### config.mk
export PLATFORM = sky130hd
export DESIGN_NAME = fault_irq_ctrl
export DESIGN_NICKNAME = d
export VERILOG_FILES = /design/src/rtl/fic_pkg.sv /design/src/rtl/fic_sticky_bank.sv /design/src/rtl/fic_irq_gen.sv /design/src/rtl/fic_read_port.sv /design/src/rtl/fault_irq_ctrl.sv
export SDC_FILE = /design/constraint.sdc
export NUM_CORES = 1
export LEC_CHECK = 0
export ABC_CLOCK_PERIOD_IN_PS = 850
export BUFFER_PORTS_ARGS = -buffer_cell sky130_fd_sc_hd__buf_4
export CAP_MARGIN = 20
export CORE_MARGIN = 5
export CORE_UTILIZATION = 40
export DETAILED_ROUTE_END_ITERATION = 6
export GPL_TIMING_DRIVEN = 0
export PLACE_DENSITY = 0.71
export SLEW_MARGIN = 20
export SYNTH_ARGS = -nofsm -noshare
export SYNTH_HDL_FRONTEND = slang
export SYNTH_SLANG_ARGS = --single-unit
### constraint.sdc
create_clock -name clk -period 0.85 [get_ports clk]
set_input_delay 0.17 -clock clk [delete_from_list [all_inputs] [get_ports clk]]
set_output_delay 0.17 -clock clk [all_outputs]
set_load 0.05 [all_outputs]
### src/rtl/fic_pkg.sv
package fic_pkg;
   localparam int unsigned NUM_SRC  = 6;
   localparam int unsigned NUM_IRQ  = 5;
   localparam int unsigned BYTE_W   = 8;

   // flag vector indices
   localparam int unsigned IX_OC_BRIDGE = 0;
   localparam int unsigned IX_OC_RAIL   = 1;
   localparam int unsigned IX_HVOLT     = 2;
   localparam int unsigned IX_LVOLT     = 3;
   localparam int unsigned IX_HTEMP     = 4;
   localparam int unsigned IX_LIN       = 5;

   // status register view: bits 4..1 map to flags 5..2, bit 0 is overcurrent summary
   function automatic logic [NUM_IRQ-1:0] fold_flags(input logic [NUM_SRC-1:0] f);
      return {f[IX_LIN], f[IX_HTEMP], f[IX_LVOLT], f[IX_HVOLT],
              f[IX_OC_RAIL] | f[IX_OC_BRIDGE]};
   endfunction
endpackage

### src/rtl/fic_sticky_bank.sv
module fic_sticky_bank #(
   parameter int unsigned N = 6
) (
   input  logic         clk,
   input  logic         rst_n,
   input  logic [N-1:0] set_i,
   input  logic [N-1:0] clr_i,
   output logic [N-1:0] flag_o
);
   generate
      for (genvar i = 0; i < N; i++) begin : g_cell
         always_ff @(posedge clk or negedge rst_n) begin
            if (!rst_n)         flag_o[i] <= 1'b0;
            else if (set_i[i])  flag_o[i] <= 1'b1;   // set wins over clear
            else if (clr_i[i])  flag_o[i] <= 1'b0;
         end
      end
   endgenerate
endmodule

### src/rtl/fic_irq_gen.sv
module fic_irq_gen #(
   parameter int unsigned W          = 5,
   parameter bit          REGISTERED = 1'b1
) (
   input  logic         clk,
   input  logic         rst_n,
   input  logic [W-1:0] flags_i,
   input  logic [W-1:0] en_i,
   output logic         irq_o
);
   logic req_c;
   assign req_c = |(flags_i & en_i);

   generate
      if (REGISTERED) begin : g_reg
         always_ff @(posedge clk or negedge rst_n) begin
            if (!rst_n) irq_o <= 1'b0;
            else        irq_o <= req_c;
         end
      end else begin : g_comb
         logic unused_clk;
         assign unused_clk = clk ^ rst_n;
         assign irq_o = req_c;
      end
   endgenerate
endmodule

### src/rtl/fic_read_port.sv
module fic_read_port #(
   parameter int unsigned         ADDR_W    = 8,
   parameter int unsigned         DATA_W    = 8,
   parameter logic [ADDR_W-1:0]   STAT_ADDR = 'h03,
   parameter logic [ADDR_W-1:0]   MASK_ADDR = 'h04,
   parameter logic [ADDR_W-1:0]   SYS_ADDR  = 'h05
) (
   input  logic              clk,
   input  logic              rst_n,
   input  logic              rd_i,
   input  logic [ADDR_W-1:0] addr_i,
   input  logic [DATA_W-1:0] stat_i,
   input  logic [DATA_W-1:0] mask_i,
   input  logic [DATA_W-1:0] sys_i,
   output logic [DATA_W-1:0] rdata_o
);
   logic [DATA_W-1:0] sel_c;

   always_comb begin
      if      (addr_i == STAT_ADDR) sel_c = stat_i;
      else if (addr_i == MASK_ADDR) sel_c = mask_i;
      else if (addr_i == SYS_ADDR)  sel_c = sys_i;
      else                          sel_c = '0;
   end

   always_ff @(posedge clk or negedge rst_n) begin
      if (!rst_n)    rdata_o <= '0;
      else if (rd_i) rdata_o <= sel_c;
   end
endmodule

### src/rtl/fault_irq_ctrl.sv
module fault_irq_ctrl #(
   parameter int unsigned       ADDR_W         = 8,
   parameter logic [ADDR_W-1:0] STAT_ADDR      = 'h03,
   parameter logic [ADDR_W-1:0] MASK_ADDR      = 'h04,
   parameter logic [ADDR_W-1:0] SYS_ADDR       = 'h05,
   parameter bit                IRQ_REGISTERED = 1'b1
) (
   input  logic              clk,
   input  logic              rst_n,
   input  logic [ADDR_W-1:0] bus_addr,
   input  logic [7:0]        bus_wdata,
   input  logic              bus_wr,
   input  logic              bus_rd,
   output logic [7:0]        bus_rdata,
   input  logic              cond_lin,
   input  logic              cond_htemp,
   input  logic              cond_lvolt,
   input  logic              cond_hvolt,
   input  logic              cond_oc_rail,
   input  logic              cond_oc_bridge,
   output logic              irq
);
   import fic_pkg::*;

   localparam int unsigned PAD_STAT = BYTE_W - NUM_IRQ;
   localparam int unsigned PAD_SYS  = BYTE_W - 2;

   // elaboration-time configuration checks
   generate
      if (ADDR_W < 3) begin : g_bad_addr_w
         $error("fault_irq_ctrl: ADDR_W must be at least 3");
      end
      if (STAT_ADDR == MASK_ADDR || STAT_ADDR == SYS_ADDR || MASK_ADDR == SYS_ADDR) begin : g_bad_map
         $error("fault_irq_ctrl: register addresses must differ");
      end
   endgenerate

   logic [NUM_SRC-1:0] cond_vec;
   logic [NUM_SRC-1:0] clr_vec;
   logic [NUM_SRC-1:0] flags;
   logic [NUM_IRQ-1:0] sum_flags;
   logic [NUM_IRQ-1:0] mask_q;
   logic               wr_stat, wr_mask, wr_sys;
   logic [BYTE_W-1:0]  stat_byte, mask_byte, sys_byte;

   assign cond_vec = {cond_lin, cond_htemp, cond_lvolt, cond_hvolt, cond_oc_rail, cond_oc_bridge};

   assign wr_stat = bus_wr && (bus_addr == STAT_ADDR);
   assign wr_mask = bus_wr && (bus_addr == MASK_ADDR);
   assign wr_sys  = bus_wr && (bus_addr == SYS_ADDR);

   // status bit 0 (summary) is not writable; sources clear through the system register
   always_comb begin
      clr_vec               = '0;
      clr_vec[IX_LIN]       = wr_stat & bus_wdata[4];
      clr_vec[IX_HTEMP]     = wr_stat & bus_wdata[3];
      clr_vec[IX_LVOLT]     = wr_stat & bus_wdata[2];
      clr_vec[IX_HVOLT]     = wr_stat & bus_wdata[1];
      clr_vec[IX_OC_RAIL]   = wr_sys  & bus_wdata[1];
      clr_vec[IX_OC_BRIDGE] = wr_sys  & bus_wdata[0];
   end

   fic_sticky_bank #(.N(NUM_SRC)) u_bank (
      .clk    (clk),
      .rst_n  (rst_n),
      .set_i  (cond_vec),
      .clr_i  (clr_vec),
      .flag_o (flags)
   );

   always_ff @(posedge clk or negedge rst_n) begin
      if (!rst_n)       mask_q <= '0;
      else if (wr_mask) mask_q <= bus_wdata[NUM_IRQ-1:0];
   end

   assign sum_flags = fold_flags(flags);
   assign stat_byte = {{PAD_STAT{1'b0}}, sum_flags};
   assign mask_byte = {{PAD_STAT{1'b0}}, mask_q};
   assign sys_byte  = {{PAD_SYS{1'b0}}, flags[IX_OC_RAIL], flags[IX_OC_BRIDGE]};

   fic_irq_gen #(.W(NUM_IRQ), .REGISTERED(IRQ_REGISTERED)) u_irq (
      .clk     (clk),
      .rst_n   (rst_n),
      .flags_i (sum_flags),
      .en_i    (mask_q),
      .irq_o   (irq)
   );

   fic_read_port #(
      .ADDR_W    (ADDR_W),
      .DATA_W    (BYTE_W),
      .STAT_ADDR (STAT_ADDR),
      .MASK_ADDR (MASK_ADDR),
      .SYS_ADDR  (SYS_ADDR)
   ) u_rd (
      .clk     (clk),
      .rst_n   (rst_n),
      .rd_i    (bus_rd),
      .addr_i  (bus_addr),
      .stat_i  (stat_byte),
      .mask_i  (mask_byte),
      .sys_i   (sys_byte),
      .rdata_o (bus_rdata)
   );
endmodule

Word-level counts from Yosys, hierarchy flattened
Cells that the tools add are included. W data, S select, Z words.

Bits in latches: 0. Memory bits (writable): 0. Bits in read-only memories: 0. Memories: 0. Word-level logic and storage cells: 45. Register bits after elaboration: 20.

$lt $le $gt $ge: 0. Multiplexer cells: 15. Add/sub/neg operators: 0. Bitwise logic cells: 8. Div/mod/pow operators: 0. Shifts and indexed selects: 0. Multiply operators: 0. Reduce and logical (&&, ||, !) cells: 10. Equal/unequal tests: 3.

Operators with widths (count): $eq A8 B3 Y1 const B (2); $mux W8 (2); $mux W1 (12); $reduce_bool A2 Y1 (6); $eq A8 B2 Y1 const B (1); $and A1 B1 Y1 (6); $and A5 B5 Y5 (1); $reduce_or A5 Y1 (1); $logic_and A1 B1 Y1 (3); $mux W2 (1); $or A1 B1 Y1 (1).

Logic depth before layout (Yosys ltp)
Word-level depth: 5. Gate-level depth with buffers: 5. Depth with buffers taken out: 3.

Modules after synthesis
A second synthesis with hierarchy kept.

Cells, all modules: 98. Area total of the unflattened synthesis: 1142.3 µm².

By module, submodules not included: fic_read_port (cells each 49, sequential area each 200.2 µm², area each 563.0 µm², instances 1); fault_irq_ctrl (cells each 27, sequential area each 125.1 µm², area each 315.3 µm², instances 1); fic_sticky_bank (cells each 18, sequential area each 150.1 µm², area each 217.7 µm², instances 1); fic_irq_gen (cells each 4, sequential area each 25.0 µm², area each 46.3 µm², instances 1).

Least setup slack after synthesis
Ideal clock, no wire load.

Path kind: in2reg. From: input port bus_addr[0]. To: register mask_q[0]. Setup slack: -0.323 ns. Stages: 4. Data required time: 0.725 ns. Library setup time: 0.125 ns. Data arrival time: 1.048 ns. Buffers on the path: 1. Cells stage by stage: buf_2 nor3b_2 nand3_4 mux2_2.

Cells in the longest elaborated chain, start to end: 2.

Ends and longest elaborated chain: start, declared (line fault_irq_ctrl.sv:10) `input logic [ADDR_W-1:0] bus_addr,`; $eq A8 B3 Y1 (line fault_irq_ctrl.sv:49) `assign wr_mask = bus_wr && (bus_addr == MASK_ADDR);`; $logic_and A1 B1 Y1 (line fault_irq_ctrl.sv:49); end signal, assigned (line fault_irq_ctrl.sv:73) `else if (wr_mask) mask_q <= bus_wdata[NUM_IRQ-1:0];`; end, declared (line fault_irq_ctrl.sv:42) `logic [NUM_IRQ-1:0] mask_q;`.

No other way between the ends. A chain may end at the register's enable or synchronous reset.

Worst setup path after layout
From: register u_rd.rdata_o[3]. To: output port bus_rdata[3].

RTL lines: start, declared (line fic_read_port.sv:15) `output logic [DATA_W-1:0] rdata_o`; start signal, assigned (line fic_read_port.sv:28) `else if (rd_i) rdata_o <= sel_c;`; end, declared (line fault_irq_ctrl.sv:14) `output logic [7:0] bus_rdata,`.

No word-level cell between the ends.

==> impl_metrics.yaml <==
run:
  drv_cap: 0
logic_synthesis:
  synth.ff_latch_count: 17
  yosys_warnings: 0
  synth_area_leaders: "dfrtp_1 (50%), mux2_2 (6.7%), a21o_1 (5.3%)"
  ys_seq_area_share_pct: 50.4
  synth-main-ff-cell: "dfrtp_1"
  postSynthCellCount: 72
  synth_edf_count: 0
  synth.cell_area_um2: 843
  synth_area_per_cell_um2: 11.7
  ys_types: 25
  async_flop_share_pct: 100
  yosysTopAreaCellShare_pct: 50.4
  synth_largest_area_cell: "dfrtp_1"
sta:
  timing.final.crit_share_pct: 121
  fmax_ghz: 0.972
  whs_ns: 0.0487
  skew_ns: 0.00433
  setup_slack_ns: -0.179
  finalHoldViolCount: 0
  setup_violations: 18
  rsz0062_at_grt: "true"
  finalSetupTns_ns: -1.65
  slew_viol_final: 0
  final.min_clock_period_ns: 1.03
floorplanning:
  dieArea_um2: 3130
  coreArea_um2: 1980
  num_io_pins: 35
  die_y_um: 55.9
  fp.dieW_um: 55.9
  initial_core_util_pct: 42.6
  rows: 16
power_and_ir_drop:
  switching_share_pct: 27.5
  power_frac_seq_pct: 52.6
  p_total_mw: 1.61
  power_switching_mw: 0.443
  ir_drop_mv: 0.807
  intPower_mw: 1.17
  power_density_nw_per_um2: 1300
  power.leakage_nw: 0.545
  power_frac_clock_pct: 26.8
  power_frac_comb_pct: 20.7
run_status:
  violations: "negative setup slack"
  outcome: "finished with violations"
routing:
  firstDrtPassIters: 4
  drt_iter0_drc: 16
  viasPerCell: 5.15
  routed_wl_um: 2060
  drtAntennaViolNets: 0
  dr_total_vias: 706
  wl_per_cell_um: 15.0
  drc: 0
worst_setup_path:
  critPathRequiredTime_ns: 0.68
  startpoint_type: "flip-flop"
  critPathBufInv: 1
  worst-setup-path-type: "reg -> out"
  crit_chain: "buf_6"
  critical_path.top_delay_family: "flip-flops"
  crit_path_max_fanout: 2
  crit_slowest_cell: "dfrtp_1"
  cpPeakStageDelay_ns: 0.41
  critPathArrivalTime_ns: 0.86
  critPathCaptureType: "output port"
cts:
  clock_path_buffers: 2
  insertion_delay_ns: 0.29
  cts-htree-levels: 1
  clock-sinks: 17
  cts.reportedPaths.clkPinSlew_ns: 0.10
  clockRootBuffer: "clkbuf_4"
  tritoncts: "done"
  numCtsBuffers: 3
placed_design:
  dp_slack_ns: -0.623
  io_buffers: 27
  dp.cells: 128
  gp_congestion: 0.734
  postPlaceCellArea_um2: 1100
hold_path:
  hold_path.class: "in -> reg"
global_routing:
  grt_max_degree: 18
  busiest_layer: "met2"
  antenna_found_initial: 0
  global_route.usage.met3_pct: 3.25
  grt_pass1_vias: 708
  grt_pass1_wl_um: 3320
  grt.overflow.total: 0
  track_usage_pct: 13.5
  use_met1_pct: 16.8
  met2_usage_pct: 22.0
cells_and_area:
  final_common_cell: "buf_4"
  finalCoreUtilization_pct: 62.8
  fin_nets: 137
  final_cells: 137
  antenna_cells: 0
  layout_common_cells: "buf_4 (24), dfrtp_1 (17), buf_6 (10)"
  final_cell_area_um2: 1240
  areaGrowthSynthToFinish_pct: 47.5
  drive_gt1_share_pct: 48.2
==> sequential cells by signal, summed over array words and instances, names as in the netlist <==
name           count
u_rd.rdata_o       5
u_bank.flag_o      6
mask_q             5
u_irq.irq_o        1
==> cell usage after synthesis (2+ instances only) <==
master    instances
a22oi_1           5
buf_4             3
a21o_1            6
clkbuf_1          2
nand4_1           4
mux2_2            5
mux2i_1           2
dfrtp_1          17
nand3_1           3
inv_1             5
and4b_1           2
o22ai_1           5
==> layout make-up <==
type	count	area (um2)
Sequential cell	17	425
Fill cell	152	738
Clock inverter	1	5.00
Tap cell	27	33.8
Timing Repair Buffer	32	293
Multi-Input combinational cell	46	397
Buffer	6	48.8
Inverter	5	18.8
Clock buffer	3	22.5
==> timing repair <==
action	4_1_cts	5_1_grt
pin swaps	7	4
endpoints found under the hold margin	17	0
hold buffers	1	0
gates cloned	0	0
setup endpoints to repair	22	23
resized for setup	11	6
buffers inserted	3	1
==> layer usage <==
| metal | share of wire (%) | vias to the layer above |
|---|---|---|
| met5 | 0 | - |
| met4 | 0.39 | 0 |
| met3 | 5.6 | 2 |
| met2 | 52 | 25 |
| met1 | 42 | 336 |
| li1 | - | 343 |
==> power by group through the flow <==
stage,clock [mW],sequential [mW],combinational [mW]
floorplan,0,0.893,0.122
global placement,0,0.857,0.297
detailed placement,0,0.858,0.301
CTS,0.449,0.844,0.327
global route,0.478,0.850,0.357
finish,0.431,0.847,0.333
==> cell families after synthesis <==
logic type      count (synthesis)  share of synthesized area, %
other cells                     1                         0.445
flops                          17                          50.4
mux                             7                          9.05
buf+inv                        11                          6.38
simple gates                   16                          16.6
compound gates                 20                          17.1
==> final timing paths <==
path / startpoint / endpoint / slack (ns) / cells past startpoint
hold / removal: cond_htemp / u_bank.flag_o[4]$_DFFE_PN0P_ / 0.05 / 2
setup reg to reg: u_bank.flag_o[1]$_DFFE_PN0P_ / u_rd.rdata_o[1]$_DFFE_PN0P_ / -0.10 / 3
hold reg to reg: u_rd.rdata_o[0]$_DFFE_PN0P_ / u_rd.rdata_o[0]$_DFFE_PN0P_ / 0.55 / 2
min in group asynchronous: rst_n / u_rd.rdata_o[3]$_DFFE_PN0P_ / 0.27 / 2
max in group asynchronous: rst_n / mask_q[3]$_DFFE_PN0P_ / 0.40 / 2
setup / recovery: u_rd.rdata_o[3]$_DFFE_PN0P_ / bus_rdata[3] / -0.18 / 1
Power figures use the tool's default switching activity.
